<file path="src/rtl/capu_pkg.sv">
package capu_pkg;

   typedef enum logic [1:0] {
      CAPM_OFF  = 2'b00,
      CAPM_EDGE = 2'b01,
      CAPM_WR   = 2'b10,
      CAPM_BOTH = 2'b11
   } capmode_e;

   localparam int unsigned CAPU_A_CTRL     = 0;
   localparam int unsigned CAPU_A_MODE     = 1;
   localparam int unsigned CAPU_A_FLAG     = 2;
   localparam int unsigned CAPU_A_TLO      = 3;
   localparam int unsigned CAPU_A_THI      = 4;
   localparam int unsigned CAPU_A_CAP_BASE = 8;

endpackage

</file>
<file path="src/rtl/capu_timer.sv">
module capu_timer #(
   parameter int unsigned TW = 16
) (
   input  logic          clk,
   input  logic          rst_n,
   output logic [TW-1:0] tmr_o
);

   always_ff @(posedge clk or negedge rst_n) begin
      if (!rst_n) tmr_o <= '0;
      else        tmr_o <= tmr_o + 1'b1;
   end


   tmr_step_chk: assert property (@(posedge clk) disable iff (!rst_n)
      (tmr_o != '1) |=> (tmr_o == $past(tmr_o) + 1'b1));

endmodule

</file>
<file path="src/rtl/capu_sync_edge.sv">
module capu_sync_edge #(
   parameter int unsigned STAGES = 2
) (
   input  logic clk,
   input  logic rst_n,
   input  logic pin_i,
   output logic rise_o,
   output logic fall_o
);

   logic [STAGES:0] sh_q;
   logic            cur, prv;

   always_ff @(posedge clk or negedge rst_n) begin
      if (!rst_n) sh_q <= '0;
      else        sh_q <= {sh_q[STAGES-1:0], pin_i};
   end

   assign cur    = sh_q[STAGES-1];
   assign prv    = sh_q[STAGES];
   assign rise_o = cur & ~prv;
   assign fall_o = ~cur & prv;


   rise_no_repeat_chk: assert property (@(posedge clk) disable iff (!rst_n)
      rise_o |=> !rise_o);


   fall_no_repeat_chk: assert property (@(posedge clk) disable iff (!rst_n)
      fall_o |=> !fall_o);

endmodule

</file>
<file path="src/rtl/capu_chan.sv">
module capu_chan
   import capu_pkg::*;
#(
   parameter int unsigned TW = 16
) (
   input  logic          clk,
   input  logic          rst_n,
   input  capmode_e      mode_i,
   input  logic          rise_i,
   input  logic          fall_i,
   input  logic          pick_rise_i,
   input  logic          wr_low_i,
   input  logic          clr_i,
   input  logic [TW-1:0] tmr_i,
   output logic [TW-1:0] cap_o,
   output logic          flag_o
);

   logic sel_edge, ext_evt, wr_cap, cap_en;

   assign sel_edge = pick_rise_i ? rise_i : fall_i;

   always_comb begin
      unique case (mode_i)
         CAPM_EDGE: ext_evt = sel_edge;
         CAPM_BOTH: ext_evt = rise_i | fall_i;
         default:   ext_evt = 1'b0;
      endcase
   end

   assign wr_cap = wr_low_i & mode_i[1];
   assign cap_en = ext_evt | wr_cap;

   always_ff @(posedge clk or negedge rst_n) begin
      if (!rst_n)      cap_o <= '0;
      else if (cap_en) cap_o <= tmr_i;
   end

   always_ff @(posedge clk or negedge rst_n) begin
      if (!rst_n)       flag_o <= 1'b0;
      else if (ext_evt) flag_o <= 1'b1;
      else if (clr_i)   flag_o <= 1'b0;
   end


   off_hold_chk: assert property (@(posedge clk) disable iff (!rst_n)
      (mode_i == CAPM_OFF) |=> $stable(cap_o));


   flag_src_chk: assert property (@(posedge clk) disable iff (!rst_n)
      (!flag_o && !ext_evt) |=> !flag_o);


   set_wins_chk: assert property (@(posedge clk) disable iff (!rst_n)
      ext_evt |=> flag_o);


   clr_done_chk: assert property (@(posedge clk) disable iff (!rst_n)
      (clr_i && !ext_evt) |=> !flag_o);

endmodule

</file>
<file path="src/rtl/capture_unit4.sv">
module capture_unit4
   import capu_pkg::*;
#(
   parameter int unsigned NCH         = 4,
   parameter int unsigned DW          = 8,
   parameter int unsigned AW          = 4,
   parameter int unsigned SYNC_STAGES = 2
) (
   input  logic          clk,
   input  logic          rst_n,
   input  logic [NCH-1:0] cap_pin_i,
   input  logic          bus_wr_i,
   input  logic [AW-1:0] bus_addr_i,
   input  logic [DW-1:0] bus_wdata_i,
   output logic [DW-1:0] bus_rdata_o,
   output logic [NCH-1:0] irq_o
);

   localparam int unsigned TW = 2 * DW;
   localparam int unsigned MW = 2 * NCH;
   localparam logic [AW-1:0] A_CTRL = AW'(CAPU_A_CTRL);
   localparam logic [AW-1:0] A_MODE = AW'(CAPU_A_MODE);
   localparam logic [AW-1:0] A_FLAG = AW'(CAPU_A_FLAG);
   localparam logic [AW-1:0] A_TLO  = AW'(CAPU_A_TLO);
   localparam logic [AW-1:0] A_THI  = AW'(CAPU_A_THI);

   if (MW > DW) begin : g_err_mode
      $error("capture_unit4: mode fields do not fit one register byte");
   end
   if (CAPU_A_CAP_BASE + 2 * NCH > (1 << AW)) begin : g_err_addr
      $error("capture_unit4: address width too small for the channel count");
   end
   if (SYNC_STAGES < 2) begin : g_err_sync
      $error("capture_unit4: synchronizer needs at least two stages");
   end

   logic [1:0]    ctrl_q;
   logic [MW-1:0] mode_q;
   logic [TW-1:0] tmr;
   logic [TW-1:0] cap_q [NCH];
   logic [NCH-1:0] flag_w;
   logic          flag_wr;

   assign flag_wr = bus_wr_i && (bus_addr_i == A_FLAG);

   always_ff @(posedge clk or negedge rst_n) begin
      if (!rst_n) begin
         ctrl_q <= '0;
         mode_q <= '0;
      end else if (bus_wr_i) begin
         if (bus_addr_i == A_CTRL) ctrl_q <= bus_wdata_i[1:0];
         if (bus_addr_i == A_MODE) mode_q <= bus_wdata_i[MW-1:0];
      end
   end

   capu_timer #(.TW(TW)) u_timer (
      .clk   (clk),
      .rst_n (rst_n),
      .tmr_o (tmr)
   );

   for (genvar g = 0; g < NCH; g++) begin : g_ch
      localparam logic [AW-1:0] A_LO = AW'(CAPU_A_CAP_BASE + 2 * g);
      logic rise, fall, pick_rise, wr_low;

      capu_sync_edge #(.STAGES(SYNC_STAGES)) u_edge (
         .clk    (clk),
         .rst_n  (rst_n),
         .pin_i  (cap_pin_i[g]),
         .rise_o (rise),
         .fall_o (fall)
      );

      if (g == 0) begin : g_pol_own
         assign pick_rise = ctrl_q[0];
      end else begin : g_pol_shared
         assign pick_rise = ~ctrl_q[1];
      end

      assign wr_low = bus_wr_i && (bus_addr_i == A_LO);

      capu_chan #(.TW(TW)) u_chan (
         .clk         (clk),
         .rst_n       (rst_n),
         .mode_i      (capmode_e'(mode_q[2*g +: 2])),
         .rise_i      (rise),
         .fall_i      (fall),
         .pick_rise_i (pick_rise),
         .wr_low_i    (wr_low),
         .clr_i       (flag_wr && bus_wdata_i[g]),
         .tmr_i       (tmr),
         .cap_o       (cap_q[g]),
         .flag_o      (flag_w[g])
      );


      hi_write_ignored_chk: assert property (@(posedge clk) disable iff (!rst_n)
         (bus_wr_i && bus_addr_i == A_LO + 1'b1 && !rise && !fall) |=> $stable(cap_q[g]));
   end

   assign irq_o = flag_w;

   always_comb begin
      bus_rdata_o = '0;
      if (bus_addr_i == A_CTRL) bus_rdata_o[1:0] = ctrl_q;
      if (bus_addr_i == A_MODE) bus_rdata_o[MW-1:0] = mode_q;
      if (bus_addr_i == A_FLAG) bus_rdata_o[NCH-1:0] = flag_w;
      if (bus_addr_i == A_TLO)  bus_rdata_o = tmr[DW-1:0];
      if (bus_addr_i == A_THI)  bus_rdata_o = tmr[TW-1:DW];
      for (int n = 0; n < NCH; n++) begin
         if (bus_addr_i == AW'(CAPU_A_CAP_BASE + 2 * n))     bus_rdata_o = cap_q[n][DW-1:0];
         if (bus_addr_i == AW'(CAPU_A_CAP_BASE + 2 * n + 1)) bus_rdata_o = cap_q[n][TW-1:DW];
      end
   end

endmodule

</file>
<file path="config.mk">
export PLATFORM = sky130hd
export DESIGN_NAME = capture_unit4
export DESIGN_NICKNAME = d
export VERILOG_FILES = /design/src/rtl/capu_pkg.sv /design/src/rtl/capu_timer.sv /design/src/rtl/capu_sync_edge.sv /design/src/rtl/capu_chan.sv /design/src/rtl/capture_unit4.sv
export SDC_FILE = /design/constraint.sdc
export NUM_CORES = 1
export LEC_CHECK = 0
export ABC_AREA = 1
export BUFFER_PORTS_ARGS = -buffer_cell sky130_fd_sc_hd__buf_4
export CAP_MARGIN = 20
export CELL_PAD_IN_SITES_DETAIL_PLACEMENT = 0
export CELL_PAD_IN_SITES_GLOBAL_PLACEMENT = 1
export CORE_ASPECT_RATIO = 1.4
export CORE_MARGIN = 8
export CORE_UTILIZATION = 40
export DETAILED_ROUTE_END_ITERATION = 12
export HOLD_SLACK_MARGIN = 0.02
export PLACE_DENSITY_LB_ADDON = 0.1
export SLEW_MARGIN = 25
export SYNTH_ARGS = -nofsm -noshare
export SYNTH_HDL_FRONTEND = slang
export SYNTH_SLANG_ARGS = --single-unit
</file>
<file path="constraint.sdc">
create_clock -name clk -period 3.7 [get_ports clk]
set_input_delay 0.555 -clock clk [delete_from_list [all_inputs] [get_ports clk]]
set_output_delay 0.555 -clock clk [all_outputs]
set_load 0.05 [all_outputs]
</file>
Word-level counts from Yosys, hierarchy flattened. Cells that the tools add are included.

Logic and storage cells: 109. Input bits: 19. Output and inout bits: 12. Register bits after elaboration: 106.

Bitwise gates (word level): 28. Reduce and logical (&&, ||, !) cells: 16. Equal/unequal tests: 20. Multiplexer cells: 29. Add/sub/neg operators: 1.

Operators with widths (count): $mux 8 (11); $eq 4x4->1 const B (8); $add 16x1->16 const B (1); $and 1x1->1 (12); $mux 1 (12); $logic_and 1x1->1 (9); $eq 2x1->1 const B (4); $eq 2x2->1 const B (4); $eq 4x2->1 const B (2); $not 1->1 (8); $or 1x1->1 (8); $pmux 1 s2 (4); $reduce_bool 2->1 (4); $eq 4x1->1 const B (1); $eq 4x3->1 const B (1); $logic_not 4->1 (1); $mux 4 (1); $reduce_and 2->1 (2); $mux 2 (1).

Logic depth before layout (Yosys ltp).
Depth after elaboration: 14. Depth in mapped cells: 11. Mapped depth without buffers: 11.

Hierarchy. A second synthesis with hierarchy kept.

Cell total of the unflattened synthesis: 704. Area total of the unflattened synthesis: 5517.8 um^2.

By module, submodules not included: capu_chan (times used 4, area each 773.2 um^2, seq. area each 425.4 um^2, cells an instance 86); capture_unit4 (times used 1, area each 1291.2 um^2, seq. area each 250.2 um^2, cells an instance 244); capu_timer (times used 1, area each 773.2 um^2, seq. area each 400.4 um^2, cells an instance 88); capu_sync_edge (times used 4, area each 90.1 um^2, seq. area each 75.1 um^2, cells an instance 7).

Worst setup path before layout. OpenSTA, ideal clock, no wires.

Path kind: input to output. Start: input port bus_addr_i[2]. End: output port bus_rdata_o[2]. Stages: 11. Arrival: 1.719 ns. Slack: 1.426 ns. Cell sequence: inv_1 nand2_1 nor2_1 inv_1 nor2_1 nor2_1 nand4_1 nand2_1 nand4_1 nand2_1 nand2_1.

Word-level cells in the longest chain between the ends: 13. Elaborated cells between the ends (all ways): 24.

RTL lines: start, declared (line capture_unit4.sv:13) `input logic [AW-1:0] bus_addr_i,`; $eq 4x1->1 (line capture_unit4.sv:106) `if (bus_addr_i == A_MODE) bus_rdata_o[MW-1:0] = mode_q;`; $mux 8 (line capture_unit4.sv:106); $mux 4 (line capture_unit4.sv:107) `if (bus_addr_i == A_FLAG) bus_rdata_o[NCH-1:0] = flag_w;`; $mux 8 (line capture_unit4.sv:108) `if (bus_addr_i == A_TLO) bus_rdata_o = tmr[DW-1:0];`; $mux 8 (line capture_unit4.sv:109) `if (bus_addr_i == A_THI) bus_rdata_o = tmr[TW-1:DW];`; $mux 8 (line capture_unit4.sv:111) `if (bus_addr_i == AW'(CAPU_A_CAP_BASE + 2 * n)) bus_rdata_o = cap_q[n][DW-1:0];`; $mux 8 (line capture_unit4.sv:112) `if (bus_addr_i == AW'(CAPU_A_CAP_BASE + 2 * n + 1)) bus_rdata_o = cap_q[n][TW-1:DW];`; $mux 8 (line capture_unit4.sv:111); $mux 8 (line capture_unit4.sv:112); $mux 8 (line capture_unit4.sv:111); $mux 8 (line capture_unit4.sv:112); $mux 8 (line capture_unit4.sv:111); $mux 8 (*) (line capture_unit4.sv:112); end, declared (line capture_unit4.sv:15) `output logic [DW-1:0] bus_rdata_o,`.

Every way passes the cells marked *; elsewhere a longest branch is shown, timed or not.

Final worst setup path.
Start: input port bus_addr_i[2]. End: output port bus_rdata_o[1].

Word-level cells in the longest chain between the ends: 14. Elaborated cells between the ends (all ways): 26.

RTL lines: $logic_not 4->1 (line capture_unit4.sv:105) `if (bus_addr_i == A_CTRL) bus_rdata_o[1:0] = ctrl_q;`; $mux 2 (line capture_unit4.sv:105); $mux 8 (line capture_unit4.sv:106); $mux 4 (line capture_unit4.sv:107); $mux 8 (line capture_unit4.sv:108); $mux 8 (line capture_unit4.sv:109); $mux 8 (line capture_unit4.sv:111); $mux 8 (line capture_unit4.sv:112); $mux 8 (line capture_unit4.sv:111); $mux 8 (line capture_unit4.sv:112); $mux 8 (line capture_unit4.sv:111); $mux 8 (line capture_unit4.sv:112); $mux 8 (line capture_unit4.sv:111); $mux 8 (*) (line capture_unit4.sv:112).

Marked as above.

==> run summary <==
Status: finished, final reports clean
Vias per inst: 5.02
Total grt overflow: 0
Area contributors post-synth: dfrtp_1 (52%), nand2_1 (12%), inv_1 (4.6%), nor2_1 (4.2%), nand3_1 (3.6%)
Full die area: 16800 µm²
Period utilization: 74.4%
Simple-gate share of the synthesized area: 26.5%
Power Density: 527 nW/µm²
Seq cells post-synth: 106
I/O pins: 31
Final setup violation count: 0
Final Max Tran Viols: 0
Hold Path Class: input pin to async pin
P&R area growth vs syn: 11.3%
Mapped cell area: 5150 µm²
Compound-cell area share of the yosys netlist: 7.87%
Largest area contributor in the netlist: dfrtp_1
Setup_tns: 0 ns
CTS resizes: 0
# rows: 49
CTS Buffer Depth: 2
Vias: 3897
Post-Synth XOR/XNOR Area: 2.38%
Crit path kind: input pin to primary output
Slew HR: 43.8%
Layout Nets: 647
Area occupied by registers: 2650 µm²
Vias in the first global route: 4090
Tot Pwr: 3.02 mW
Die Width: 112 µm
Fillers: 1290
Num CTS Buffers: 9
Min Tclk post-route: 2.75 ns
Synthesis warning total: 0
Drt first pass iters: 5
Yosys cell types: 29
Post-Syn Nets: 622
HPWL after DPL: 10.2 mm
Setup Fix Bufs, Post-CTS: 0
Multi-input logic area: 2090 µm²
Syn avg cell area: 8.67 µm²
Largest net degree at the start of global routing: 64
DRC viols: 0
Final RePlAce weighted congestion: 0.807
Worst Max-Slew Pin Slew: 0.840 ns
Die Ht: 150 µm
Commonest non-fill, non-tap cell in the layout: nand2_1
Synthesized instance count: 594
Max Freq: 0.363 GHz
Max Cap Viol: 0
Flop-to-flop setup slack: 1.86 ns
H-tree Lvls: 3
TritonCTS clock tree: done
CTS Sinks: 106
Port bufs: 30
Initial antenna violation count: 0
Crit path launch type: input pin
Global-route wire length before repair: 21.8 mm
Commonest non-fill, non-tap cells in the layout: nand2_1 (167), dfrtp_1 (106), inv_1 (63), nor2_1 (57), nand3_1 (37)
Clock Latency Late Sink: 0.35 ns
CP arrival: 2.20 ns
Clk slew on worst S/H paths: 0.07 ns
VDD IR max: 0.000237 V
RSZ-0062 raised after global routing: false
GRT Total Usage: 17.1%
Initial Utilization: 40.6%
Iter 0 DRT Violations: 203
Final count of hold timing violations: 0
Root Driver: clkbuf_16
Critical Path RT: 3.14 ns
Core area: 12700 µm²
Wire length per cell: 17.3 µm
Final WL: 13.4 mm
Largest family of logic cells by synthesized area: simple AND/OR/NAND/NOR gates
Fraction of layout instances using a drive strength above 1: 13.9%
Post-route ant nets: 0
R2R depth: 8
Hold_buf cts: 0
Sequential fraction of the synthesis area: 51.5%
Worst setup EP type: primary output
Adder-Cell Fraction of Synth Area: 2.19%
Setup Skew: 0.00757 ns
Ant diodes: 0
Pleak: 2.69 nW
Synth top area share: 51.5%
Mux share of post-synthesis cell area: 1.75%
CP max FO: 5
-- state kept, by name, summed over array words and instances (netlist names) --
register            flops
g_ch.u_chan.cap_o      64
u_timer.tmr_o          16
g_ch.u_edge.sh_q       12
mode_q                  8
g_ch.u_chan.flag_o      4
ctrl_q                  2
-- worst paths after layout --
check / start / end
setup / recovery: bus_addr_i[2] / bus_rdata_o[1]
hold / removal: rst_n / g_ch[0].u_chan.cap_o[9]$_DFFE_PN0P_
setup reg to reg: u_timer.tmr_o[0]$_DFF_PN0_ / u_timer.tmr_o[12]$_DFF_PN0_
hold reg to reg: g_ch[2].u_edge.sh_q[0]$_DFF_PN0_ / g_ch[2].u_edge.sh_q[1]$_DFF_PN0_
max in group asynchronous: rst_n / g_ch[1].u_chan.cap_o[11]$_DFFE_PN0P_
min in group clk: cap_pin_i[2] / g_ch[2].u_edge.sh_q[0]$_DFF_PN0_
-- through the flow --
stage	hold WS, ns	cells	instance area [µm²]	setup slack [ns]	util [%]
after floorplan	0.259	594	5150	1.43	-
after global placement	0.336	761	5450	1.00	42.9
after detailed placement	0.336	761	5450	0.970	42.9
after CTS	0.293	777	5730	0.966	45.1
after global routing	0.289	777	5730	0.825	45.1
final	0.295	777	5730	0.946	45.1
-- routing by layer --
layer / up-vias / share of wire [%] / track usage, %
met3: 14 / 2.9 / 2.97
li1: 1934 / - / -
met1: 1882 / 41 / 19.0
met2: 67 / 54 / 31.4
met4: 0 / 2.6 / 7.62
met5: - / 0 / 0
-- synthesized netlist by cell type, drive strengths merged --
cell,n
nand4,17
xor2,14
ha,9
a21oi,22
nor3,5
clkinv,1
nand3,42
inv,68
mux2,8
nand2,173
o21ai,42
o211ai,4
nor2,64
clkbuf,5
buf,14
dfrtp,106
-- cells by family after synthesis --
group,after synthesis
AO/OA/AOI/OAI,68
XOR/XNOR,14
adder cells (fa/ha/maj),9
buffers and inverters,88
flip-flops,106
multiplexers,8
AND/OR/NAND/NOR,301
-- power breakdown --
part           internal [mW]  total (mW)  switching [mW]
Sequential              1.37        1.51           0.137
Clock                  0.478       0.912           0.434
Combinational          0.201       0.600           0.399
Total                   2.05        3.02           0.970
-- critical path: stages --
cell and delay, ns:
buf_4 0.13, inv_1 0.08, nand2_1 0.13, nor2_1 0.37, inv_1 0.16, nor2_1 0.12
nor2_1 0.06, nand4_1 0.09, nand2_1 0.11, nand4_1 0.09, nand2_1 0.06, nand2_1 0.06
buf_4 0.19
-- layout make-up --
cell class                 count  share of cell area (%)
sequential                   106                    46.3
multi-input combinational    400                    36.6
clock buffer                  11                    4.24
inverter                      69                    4.54
tap                          153                    3.34
clock inverter                 5                   0.699
timing repair buffer          33                    4.32
Power figures use the tool's default switching activity.
